`src/rtl/sdc_pkg.sv`:
```
package sdc_pkg;
  localparam int CTRL_W = 5;
  localparam int CMD_W  = 3;

  localparam logic [CMD_W-1:0] CMD_NOP  = 3'd0;
  localparam logic [CMD_W-1:0] CMD_MODE = 3'd1;
  localparam logic [CMD_W-1:0] CMD_PALL = 3'd2;
  localparam logic [CMD_W-1:0] CMD_SREF = 3'd3;

  typedef enum logic [2:0] {
    ST_RUN, ST_DRAIN, ST_ENTER, ST_SELF, ST_WAKE, ST_RESUME
  } sr_state_e;

  typedef struct packed {
    logic [1:0] init;
    logic       clk_off;
    logic       sr_req;
    logic       clk_run;
  } ctrl_t;

  localparam ctrl_t CTRL_RESET = '{init: 2'd0, clk_off: 1'b0, sr_req: 1'b1, clk_run: 1'b1};

  function automatic logic [CMD_W-1:0] init_code(input logic [1:0] f);
    case (f)
      2'd1:    return CMD_MODE;
      2'd2:    return CMD_PALL;
      default: return CMD_NOP;
    endcase
  endfunction
endpackage

```
`src/rtl/sdc_regs.sv`:
```
module sdc_regs
  import sdc_pkg::*;
#(
  parameter int DATA_W = 32,
  parameter int ADDR_W = 2
) (
  input  logic              clk,
  input  logic              rst,
  input  logic              bus_sel,
  input  logic              bus_wr,
  input  logic [ADDR_W-1:0] bus_addr,
  input  logic [DATA_W-1:0] bus_wdata,
  input  logic              sr_ack,
  output logic [DATA_W-1:0] bus_rdata,
  output logic              bus_ready,
  output ctrl_t             ctrl_q,
  output ctrl_t             ctrl_n,
  output logic              wr_fire
);
  localparam logic [ADDR_W-1:0] CTRL_ADDR = '0;
  localparam logic [ADDR_W-1:0] STAT_ADDR = ADDR_W'(1);

  logic              access;
  logic [DATA_W-1:0] rd_mux;
  logic              unused_hi;

  assign unused_hi = ^bus_wdata[DATA_W-1:CTRL_W];
  assign access    = bus_sel && !bus_ready;
  assign wr_fire   = access && bus_wr && (bus_addr == CTRL_ADDR);

  always_comb begin
    ctrl_n = ctrl_q;
    if (wr_fire) ctrl_n = ctrl_t'(bus_wdata[CTRL_W-1:0]);
  end

  always_comb begin
    rd_mux = '0;
    if (bus_addr == CTRL_ADDR)      rd_mux[CTRL_W-1:0] = ctrl_q;
    else if (bus_addr == STAT_ADDR) rd_mux[0]          = sr_ack;
  end

  always_ff @(posedge clk) begin
    if (rst) begin
      bus_ready <= 1'b0;
      ctrl_q    <= CTRL_RESET;
      bus_rdata <= '0;
    end else begin
      bus_ready <= access;
      ctrl_q    <= ctrl_n;
      if (access && !bus_wr) bus_rdata <= rd_mux;
    end
  end
endmodule

```
`src/rtl/sdc_sr_fsm.sv`:
```
module sdc_sr_fsm
  import sdc_pkg::*;
(
  input  logic      clk,
  input  logic      rst,
  input  logic      sr_req,
  input  logic      eng_idle,
  input  logic      sr_done,
  input  logic      hold,
  output sr_state_e state_q,
  output sr_state_e state_n,
  output logic      sr_ack
);
  always_comb begin
    state_n = state_q;
    case (state_q)
      ST_RUN:    if (sr_req) state_n = ST_DRAIN;
      ST_DRAIN:  if (!sr_req) state_n = ST_RUN;
                 else if (eng_idle && !hold) state_n = ST_ENTER;
      ST_ENTER:  if (sr_done) state_n = ST_SELF;
      ST_SELF:   if (!sr_req) state_n = ST_WAKE;
      ST_WAKE:   if (sr_done) state_n = ST_RESUME;
      ST_RESUME: state_n = ST_RUN;
      default:   state_n = ST_RUN;
    endcase
  end

  always_ff @(posedge clk) begin
    if (rst) begin
      state_q <= ST_SELF;
      sr_ack  <= 1'b1;
    end else begin
      state_q <= state_n;
      if (state_q == ST_ENTER && sr_done) sr_ack <= 1'b1;
      else if (state_q == ST_RESUME)      sr_ack <= 1'b0;
    end
  end
endmodule

```
`src/rtl/sdc_drive.sv`:
```
module sdc_drive
  import sdc_pkg::*;
(
  input  logic             clk,
  input  logic             rst,
  input  ctrl_t            ctrl_n,
  input  sr_state_e        state_q,
  input  sr_state_e        state_n,
  input  logic             wr_fire,
  input  logic             eng_idle,
  input  logic [CMD_W-1:0] eng_cmd,
  output logic [CMD_W-1:0] sd_cmd,
  output logic             sd_cke,
  output logic             clk_gate_en
);
  logic [CMD_W-1:0] cmd_d;
  logic             cke_d;
  logic             gate_d;
  logic             in_init;

  assign in_init = (ctrl_n.init != 2'd0);

  always_comb begin
    cmd_d = CMD_NOP;
    if (wr_fire && in_init)
      cmd_d = init_code(ctrl_n.init);
    else if (state_q == ST_DRAIN && state_n == ST_ENTER)
      cmd_d = CMD_SREF;
    else if (state_q == ST_RUN && state_n == ST_RUN && !in_init)
      cmd_d = eng_cmd;
  end

  always_comb begin
    cke_d = in_init || !(state_n == ST_ENTER || state_n == ST_SELF);
    if (ctrl_n.clk_off)      gate_d = 1'b0;
    else if (ctrl_n.clk_run) gate_d = 1'b1;
    else if (in_init)        gate_d = 1'b1;
    else begin
      case (state_n)
        ST_RUN:           gate_d = !eng_idle;
        ST_SELF, ST_WAKE: gate_d = 1'b0;
        default:          gate_d = 1'b1;
      endcase
    end
  end

  always_ff @(posedge clk) begin
    if (rst) begin
      sd_cmd      <= CMD_NOP;
      sd_cke      <= 1'b0;
      clk_gate_en <= 1'b1;
    end else begin
      sd_cmd      <= cmd_d;
      sd_cke      <= cke_d;
      clk_gate_en <= gate_d;
    end
  end
endmodule

```
`src/rtl/sdram_ctl_seq.sv`:
```
module sdram_ctl_seq
  import sdc_pkg::*;
#(
  parameter int DATA_W = 32,
  parameter int ADDR_W = 2
) (
  input  logic              clk,
  input  logic              rst,
  input  logic              bus_sel,
  input  logic              bus_wr,
  input  logic [ADDR_W-1:0] bus_addr,
  input  logic [DATA_W-1:0] bus_wdata,
  output logic [DATA_W-1:0] bus_rdata,
  output logic              bus_ready,
  input  logic              eng_idle,
  input  logic [CMD_W-1:0]  eng_cmd,
  input  logic              sr_done,
  output logic [CMD_W-1:0]  sd_cmd,
  output logic              sd_cke,
  output logic              clk_gate_en,
  output logic              sr_ack
);
  ctrl_t     ctrl_q;
  ctrl_t     ctrl_n;
  logic      wr_fire;
  sr_state_e state_q;
  sr_state_e state_n;

  sdc_regs #(.DATA_W(DATA_W), .ADDR_W(ADDR_W)) u_regs (
    .clk(clk), .rst(rst), .bus_sel(bus_sel), .bus_wr(bus_wr),
    .bus_addr(bus_addr), .bus_wdata(bus_wdata), .sr_ack(sr_ack),
    .bus_rdata(bus_rdata), .bus_ready(bus_ready),
    .ctrl_q(ctrl_q), .ctrl_n(ctrl_n), .wr_fire(wr_fire)
  );

  sdc_sr_fsm u_fsm (
    .clk(clk), .rst(rst), .sr_req(ctrl_q.sr_req), .eng_idle(eng_idle),
    .sr_done(sr_done), .hold(wr_fire),
    .state_q(state_q), .state_n(state_n), .sr_ack(sr_ack)
  );

  sdc_drive u_drive (
    .clk(clk), .rst(rst), .ctrl_n(ctrl_n), .state_q(state_q),
    .state_n(state_n), .wr_fire(wr_fire), .eng_idle(eng_idle),
    .eng_cmd(eng_cmd), .sd_cmd(sd_cmd), .sd_cke(sd_cke),
    .clk_gate_en(clk_gate_en)
  );
endmodule

```
`config.mk`:
```
export PLATFORM = sky130hd
export DESIGN_NAME = sdram_ctl_seq
export DESIGN_NICKNAME = d
export VERILOG_FILES = /design/src/rtl/sdc_pkg.sv /design/src/rtl/sdc_regs.sv /design/src/rtl/sdc_sr_fsm.sv /design/src/rtl/sdc_drive.sv /design/src/rtl/sdram_ctl_seq.sv
export SDC_FILE = /design/constraint.sdc
export NUM_CORES = 1
export LEC_CHECK = 0
export ABC_AREA = 1
export BUFFER_PORTS_ARGS = -buffer_cell sky130_fd_sc_hd__buf_2
export CORE_ASPECT_RATIO = 1.5
export CORE_MARGIN = 2
export CORE_UTILIZATION = 40
export DETAILED_ROUTE_END_ITERATION = 8
export PLACE_DENSITY_LB_ADDON = 0.2
export SLEW_MARGIN = 20
export SYNTH_ARGS = -nofsm -noshare
export SYNTH_HDL_FRONTEND = slang
export SYNTH_SLANG_ARGS = --single-unit
export TNS_END_PERCENT = 1
```
`constraint.sdc`:
```
create_clock -name clk -period 1.9 [get_ports clk]
set_clock_uncertainty 0.1 [all_clocks]
set_input_delay 0.19 -clock clk [delete_from_list [all_inputs] [get_ports clk]]
set_output_delay 0.19 -clock clk [all_outputs]
set_load 0.05 [all_outputs]
```
; ---- Yosys cells after proc, flatten, opt, wreduce, memory -nomap -nowiden
; Cells that the tools add are included.
[totals]
regBits = 20
input_bits = 43
word_cells = 65
[classes]
n_eq_ne = 11
muxes = 19
reduce_logical = 24
[op_table]
columns = cell, count
row1 = $mux 3, 9
row2 = $pmux 3 s5, 1
row3 = $eq 3x2->1 const B, 4
row4 = $logic_and 1x1->1, 10
row5 = $eq 3x3->1 const B, 3
row6 = $logic_not 1->1, 6
row7 = $logic_not 3->1, 2
row8 = $mux 1, 5
row9 = $mux 5, 1
row10 = $eq 2x1->1 const B, 2
row11 = $mux 4, 1
row12 = $pmux 2 s2, 1
row13 = $reduce_or 2->1, 2
row14 = $eq 3x1->1 const B, 1
row15 = $eq 2x2->1 const B, 1
row16 = $logic_not 2->1, 1
row17 = $logic_or 1x1->1, 2
row18 = $pmux 1 s2, 1
row19 = $reduce_bool 2->1, 1

; ---- Depth between registers and ports, before layout
; Gate-level depths: netlist of the first run.
[depth]
word_depth = 15
mapped_depth = 13
mapped_depth_nobuf = 13

; ---- Modules after synthesis
; A second synthesis of the first run with hierarchy kept.
[unflattened]
hier_cells = 196
hier_area_um2 = 1302.5
[modules_own_cells]
columns = module, n_inst, cells_per_inst, area_each_um2, seq_area_each_um2
row1 = sdc_regs, 1, 108, 755.7, 220.2
row2 = sdc_drive, 1, 48, 302.8, 100.1
row3 = sdc_sr_fsm, 1, 40, 244.0, 80.1

; ---- Least setup slack after synthesis of the first run
; OpenSTA, ideal clock, no wires.
[synth_path]
path_kind = register to register
startpoint = register u_regs.bus_ready
endpoint = register u_drive.sd_cmd[0]
setup_ps = 109
arrival_ps = 1489
slack_ps = 202
stages_incl_launch_ff = 12
path_cell_list = dfxtp_1 > nor2_4 > nand3_4 > clkinv_4 > o21ai_2 > inv_2 > nand2_2 > nor2_4 > nand3_1 > nand3_1 > nand2_1 > inv_1
[synth_between]
elab_chain_len = 15
[synth_rtl]
columns = item, line_no
row1 = from (decl), sdc_regs.sv:15  ; output logic bus_ready,
row2 = from (signal assigned), sdc_regs.sv:48  ; bus_ready <= access;
row3 = $logic_not 1->1 (*), sdc_regs.sv:28  ; assign access = bus_sel && !bus_ready;
row4 = $logic_and 1x1->1 (*), sdc_regs.sv:28
row5 = $logic_and 1x1->1 (*) (2 in series), sdc_regs.sv:29  ; assign wr_fire = access && bus_wr && (bus_addr == CTRL_ADDR);
row6 = $logic_not 1->1, sdc_sr_fsm.sv:19  ; else if (eng_idle && !hold) state_n = ST_ENTER;
row7 = $logic_and 1x1->1, sdc_sr_fsm.sv:19
row8 = $mux 3, sdc_sr_fsm.sv:19
row9 = $mux 3, sdc_sr_fsm.sv:18  ; ST_DRAIN: if (!sr_req) state_n = ST_RUN;
row10 = $pmux 3 s5, sdc_sr_fsm.sv:16  ; case (state_q)
row11 = $logic_not 3->1, sdc_drive.sv:29  ; else if (state_q == ST_RUN && state_n == ST_RUN && !in_init)
row12 = $logic_and 1x1->1 (2 in series), sdc_drive.sv:29
row13 = $mux 3, sdc_drive.sv:29
row14 = $mux 3, sdc_drive.sv:27  ; else if (state_q == ST_DRAIN && state_n == ST_ENTER)
row15 = $mux 3 (*), sdc_drive.sv:25  ; if (wr_fire && in_init)
row16 = to (signal assigned), sdc_drive.sv:53  ; sd_cmd <= cmd_d;
row17 = to (decl), sdc_drive.sv:12  ; output logic [CMD_W-1:0] sd_cmd,
; Every way passes the cells marked *; elsewhere a longest branch is shown, timed or not.
; A chain may end at the register's enable or synchronous reset.

; ---- Worst setup path in the final report of the first run
[layout_path]
startpoint = register u_fsm.state_q[1]
endpoint = register u_drive.sd_cmd[1]
[layout_between]
elab_chain_len = 9
[layout_rtl]
columns = item, line_no
row1 = from (decl), sdc_sr_fsm.sv:10  ; output sr_state_e state_q,
row2 = from (signal assigned), sdc_sr_fsm.sv:33  ; state_q <= state_n;
row3 = $mux 3, sdc_sr_fsm.sv:19
row4 = $mux 3, sdc_sr_fsm.sv:18
row5 = $pmux 3 s5, sdc_sr_fsm.sv:16
row6 = $logic_not 3->1, sdc_drive.sv:29
row7 = $logic_and 1x1->1 (2 in series), sdc_drive.sv:29
row8 = $mux 3, sdc_drive.sv:29
row9 = $mux 3 (*), sdc_drive.sv:27
row10 = $mux 3 (*), sdc_drive.sv:25
; Marked as above.

==> impl_metrics.py, run 1 <==
metrics = {
    "worst_setup_path": {
        "critPathLaunch": "u_fsm.state_q[1]$_SDFF_PP1_",
        "worst-setup-path-type": "reg2reg",
        "reg2reg_depth": 12,
        "crit_required_ps": 1950,
        "slowest_stage": "dfxtp_1",
        "endpoint_kind": "flip-flop",
        "timing.rr.start": "u_fsm.state_q[1]$_SDFF_PP1_",
        "rr_endpoint": "u_drive.sd_cmd[1]$_SDFF_PP0_",
        "critPathLaunchType": "flip-flop",
        "rrSetupSlack_ps": 340,
        "worstPathArrival_ps": 1610,
        "crit_fanout": 4,
        "cp_common_cell": "nand3_1",
        "max_stage_delay_ps": 340,
        "path_cells": "inv_2, nand3_1, nor2_1, nand3_2, nand2_2, clkinv_2, nand3_4, nor2_4, nand3_1, nand3_1, nand2_1, inv_1",
    },
    "timing": {
        "timing.final.ws_setup_ps": 337,
        "setup_viol": 0,
        "rsz0062_at_grt": "no",
        "drv_slew": 0,
        "fin_setup_tns_ps": 0,
        "finalHoldViolCount": 0,
        "fin_crit_sh_pct": 82.3,
        "fin_crit_ps": 1560,
        "fmax_ghz": 0.640,
    },
    "place": {
        "gp_congestion": 0.824,
        "io_buffers": 27,
        "dp_hpwl_mm": 1.91,
        "placedCellCount": 209,
        "place_ws_ps": 344,
    },
    "yosys": {
        "avgSynthCellArea_sq_um": 7.84,
        "synth_seq_cells": 20,
        "netlist_instances": 147,
        "yosysSeqAreaShare_pct": 34.7,
        "synth_cell_types": 29,
        "synthesis.area_sq_mm": 0.00115,
        "yosysTopAreaCell": "dfxtp_1",
        "yosys_warnings": 0,
        "synth_area_leaders": "dfxtp_1 35%, buf_4 18%, nand2_1 6.2%",
        "post-synth-top-area-fraction_pct": 34.7,
    },
    "floorplanning": {
        "std_cell_rows": 23,
        "start_util_pct": 42.6,
        "dieArea_sq_mm": 0.00334,
        "ios": 82,
        "coreArea_sq_mm": 0.00271,
        "die_h_microns": 69.7,
        "die_w_microns": 47.8,
    },
    "run": {
        "drv_cap": 0,
    },
    "routing": {
        "drt_iter0_drc": 26,
        "route.detailed.drc": 0,
        "vias_per_cell": 4.29,
        "firstDrtPassIters": 4,
        "wl_mm": 2.21,
        "vias": 910,
        "detail-route-antenna-nets": 0,
        "wl_per_cell_microns": 10.4,
    },
    "grt": {
        "grt_pass1_wl_mm": 3.55,
        "gr-total-overflow": 0,
        "grt_pass1_vias": 857,
        "track_usage_pct": 14.5,
        "grt_start_max_net_pins": 14,
        "grt_antenna_before_repair": 0,
    },
    "pwr": {
        "leakagePower_uw": 0.000639,
        "peakVddDrop_uv": 297,
        "power_uw": 966,
        "p_per_area_mw_per_mm2": 763,
    },
    "hold_path": {
        "min_path_type": "in2reg",
        "worstHoldStart": "bus_wdata[1]",
        "whs_endpoint": "u_regs.ctrl_q[1]$_SDFFE_PP1P_",
        "hold_path_depth": 3,
    },
    "clock_tree": {
        "cts_resized": 0,
        "cts.path.max_buffers": 2,
        "cts_root_buf": "clkbuf_8",
        "cts_hold_buf": 0,
        "clock_latency_ps": 250,
        "htree_num_levels": 1,
        "clkTransAtPathRegs_ps": 70,
        "cts_tree": "yes",
        "cts.sinks": 20,
        "numCtsBuffers": 3,
        "post_cts_buffers": 0,
    },
    "final_layout": {
        "layout.nets": 220,
        "drive_above_1_share_pct": 33.1,
        "fin_util_pct": 46.8,
        "n_antenna_cell": 0,
        "seqCellArea_sq_um": 400,
        "multi_input_area_sq_um": 562,
        "fin_cells": 212,
        "nFillCells": 319,
        "final_cell_mix": "27 x conb_1, 27 x buf_2, 20 x dfxtp_1, 19 x nand2_1, 13 x nand3_1",
        "area_growth_pct": 9.88,
    },
    "outcome": {
        "status": "finished clean",
    },
}
[sequential cells by signal, indices dropped and copies added (netlist names)]
name	count
u_regs.bus_rdata	5
u_drive.sd_cmd	3
u_regs.bus_ready	1
u_fsm.state_q	3
u_fsm.sr_ack	1
u_drive.sd_cke	1
u_drive.clk_gate_en	1
u_regs.ctrl_q	5
[synth_stat cells (all sizes together)]
library cell and number:
dfxtp 20, nor3b 1, or3 1, nand3b 1, nand3 16, nor4 1, nor2 16, inv 18
o31ai 1, mux2i 1, nor3 2, buf 27, clkinv 2, nand2 23, o211ai 1, clkbuf 1
a21oi 7, conb 1, a31oi 2, o21ai 5
[routing by layer]
layer	part of all wire [%]	GRT usage, %
met5	0	0
met2	59	27.7
met1	35	14.2
met4	0.82	5.41
met3	5.6	1.56
[kinds of logic (layout without fill, tap and decap cells)]
group,after synthesis,after routing,synth area share (%)
buffers and inverters,48,50,25.0
multiplexers,1,1,0.869
flip-flops,20,20,34.7
other,1,27,0.325
AO/OA/AOI/OAI,16,16,8.25
AND/OR/NAND/NOR,61,61,30.8
[area by class of cell]
| cell class | instances | area share [%] |
|---|---|---|
| multi-input cells | 105 | 44.4 |
| flip-flops and latches | 20 | 31.6 |
| repair buffers | 27 | 10.7 |
| inverters | 20 | 6.42 |
| well taps | 37 | 3.66 |
| clock buffers | 3 | 3.26 |
[metrics by stage]
step | hold slack, ps | area [sq um]
after global placement | 313 | 1220
after floorplan | 160 | 1250
final | 56.9 | 1270
after CTS | 50.6 | 1270
after detailed placement | 313 | 1220
after global routing | 74.0 | 1270
[power breakdown]
part | switching, uW | total [uW] | internal (uW)
logic | 216 | 262 | 46.1
clock network | 119 | 259 | 140
registers | 9.84 | 444 | 434
total | 345 | 966 | 621
[how the worst max path moves through the flow]
| stage | endpoint |
|---|---|
| 6_report | u_drive.sd_cmd[1]$_SDFF_PP0_ |
| 2_1_floorplan | u_drive.sd_cmd[0]$_SDFF_PP0_ |
| 5_1_grt | u_drive.sd_cmd[0]$_SDFF_PP0_ |
| 3_5_place_dp | u_drive.sd_cmd[1]$_SDFF_PP0_ |
| 4_1_cts | u_drive.sd_cmd[1]$_SDFF_PP0_ |
| 3_3_place_gp | u_drive.sd_cmd[1]$_SDFF_PP0_ |
[worst max-delay path: cells and delay by family (launching register included)]
family,cells,cell delay (ps)
buf+inv,3,220
flops,1,340
simple gates,9,810
No activity file was read; power rests on OpenSTA's default activity.
==> run 2, diff against run 1 <==
==> constraint.sdc (replaced) <==
create_clock -name clk -period 1.58 [get_ports clk]
set_clock_uncertainty 0.1 [all_clocks]
set_input_delay 0.158 -clock clk [delete_from_list [all_inputs] [get_ports clk]]
set_output_delay 0.158 -clock clk [all_outputs]
set_load 0.05 [all_outputs]
==> impl_metrics.py, run 2 (same netlist as run 1, synthesis figures left out) <==
metrics = {
    "worst_setup_path": {
        "worstPathArrival_ps": 1610,
        "timing.rr.start": "u_fsm.state_q[0]$_SDFF_PP1_",
        "rrSetupSlack_ps": 80,
        "worst-setup-path-type": "reg2reg",
        "rr_endpoint": "u_drive.sd_cmd[0]$_SDFF_PP0_",
        "slowest_stage": "dfxtp_4",
        "critPathLaunch": "u_fsm.state_q[0]$_SDFF_PP1_",
        "crit_required_ps": 1690,
        "crit_end": "u_drive.sd_cmd[0]$_SDFF_PP0_",
        "path_cells": "inv_2, nor3_2, nand2_1, nand2_1, nor2_2, nand3_4, nor2_4, nand3_1, nand3_1, nand2_1, inv_1",
        "crit_fanout": 4,
        "critPathLaunchType": "flip-flop",
        "reg2reg_depth": 11,
        "endpoint_kind": "flip-flop",
        "max_stage_delay_ps": 370,
        "cp_common_cell": "nand2_1",
    },
    "grt": {
        "grt_pass1_vias": 851,
        "grt_antenna_before_repair": 0,
        "gr-total-overflow": 0,
        "grt_pass1_wl_mm": 3.57,
        "track_usage_pct": 14.6,
        "grt_start_max_net_pins": 14,
    },
    "floorplanning": {
        "die_h_microns": 69.7,
        "ios": 82,
        "std_cell_rows": 23,
        "die_w_microns": 47.8,
        "dieArea_sq_mm": 0.00334,
        "start_util_pct": 42.6,
        "coreArea_sq_mm": 0.00271,
    },
    "place": {
        "io_buffers": 27,
        "place_area_sq_mm": 0.00126,
        "dp_hpwl_mm": 1.86,
        "gp_congestion": 0.891,
    },
    "routing": {
        "detail-route-antenna-nets": 0,
        "route.detailed.drc": 0,
        "drt_iter0_drc": 12,
        "firstDrtPassIters": 5,
        "vias_per_cell": 4.42,
        "wl_mm": 2.37,
        "wl_per_cell_microns": 10.8,
        "vias": 967,
    },
    "hold_path": {
        "worstHoldStart": "bus_wdata[1]",
        "min_path_type": "in2reg",
        "hold_path_depth": 3,
    },
    "final_layout": {
        "top_regs": "u_regs.bus_rdata (5), u_regs.ctrl_q (5)",
        "n_antenna_cell": 0,
        "fin_util_pct": 49.4,
        "stdcell_area_sq_mm": 0.00134,
        "drive_above_1_share_pct": 39.0,
        "final_cell_mix": "27 x conb_1, 27 x buf_2, 19 x nand2_1, 16 x dfxtp_1, 12 x nand3_1",
        "layout.nets": 227,
        "area_growth_pct": 16.0,
    },
    "outcome": {
        "status": "finished clean",
    },
    "clock_tree": {
        "cts_root_buf": "clkbuf_8",
        "cts.path.max_buffers": 2,
        "clock_latency_ps": 250,
        "cts_hold_buf": 0,
        "htree_num_levels": 1,
        "clkTransAtPathRegs_ps": 70,
        "numCtsBuffers": 3,
        "cts_tree": "yes",
        "cts.sinks": 20,
    },
    "timing": {
        "fin_crit_ps": 1500,
        "fin_crit_sh_pct": 95.1,
        "setup_viol": 0,
        "fmax_ghz": 0.666,
        "drv_slew": 0,
        "rsz0062_at_grt": "yes",
        "finalHoldViolCount": 0,
        "fin_setup_tns_ps": 0,
    },
    "pwr": {
        "peakVddDrop_uv": 345,
        "p_per_area_mw_per_mm2": 897,
        "leakagePower_uw": 0.000670,
    },
    "run": {
        "drv_cap": 0,
    },
}
-- run 2: layout make-up --
type	count	area, sq um
inverters	20	83.8
fillers	302	1370
clock buffers	3	41.3
flip-flops and latches	20	408
multi-input cells	105	569
well taps	37	46.3
repair buffers	34	188
-- run 2: metal layers --
| layer | GRT usage [%] | share of wire (%) |
|---|---|---|
| met5 | 0 | 0 |
| met4 | 9.31 | 3.3 |
| met3 | 1.56 | 7.2 |
| met2 | 24.4 | 54 |
| met1 | 16.1 | 35 |
-- run 2: power by group --
part / leakage (uW) / internal (uW) / switching, uW
combinational: 0.000485 / 67.6 / 266
clock: 0.0000216 / 170 / 159
sequential: 0.000163 / 523 / 14.0
-- run 2: worst min path at each step --
stage                                                to  slack [ps]
final                     u_regs.ctrl_q[1]$_SDFFE_PP1P_          20
after global routing        u_regs.ctrl_q[0]$_SDFF_PP1_          40
after CTS                 u_regs.ctrl_q[1]$_SDFFE_PP1P_          20
after detailed placement  u_regs.ctrl_q[1]$_SDFFE_PP1P_         280
after global placement    u_regs.ctrl_q[1]$_SDFFE_PP1P_         280
after floorplan            u_drive.sd_cmd[2]$_SDFF_PP0_         130
-- run 2: critical path, delay by kind of cell (launching register included) --
| kind | cells | cell delay, ps |
|---|---|---|
| buffers and inverters | 2 | 140 |
| flip-flops | 1 | 370 |
| AND/OR/NAND/NOR | 9 | 840 |
-- run 2: per-stage QoR --
stage	instances	hold WS, ps	setup slack (ps)	power (uW)
after floorplan	173	128	66.9	860
after global placement	213	278	48.2	866
after detailed placement	213	283	35.0	869
after CTS	216	15.4	25.5	1200
after global routing	219	36.1	-59.2	1240
final	219	17.0	77.4	1200
-- run 2: repair_timing --
item                                    CTS  global route
buffers inserted                          0             3
resized for setup                         0             7
endpoints found under the setup margin    0             4
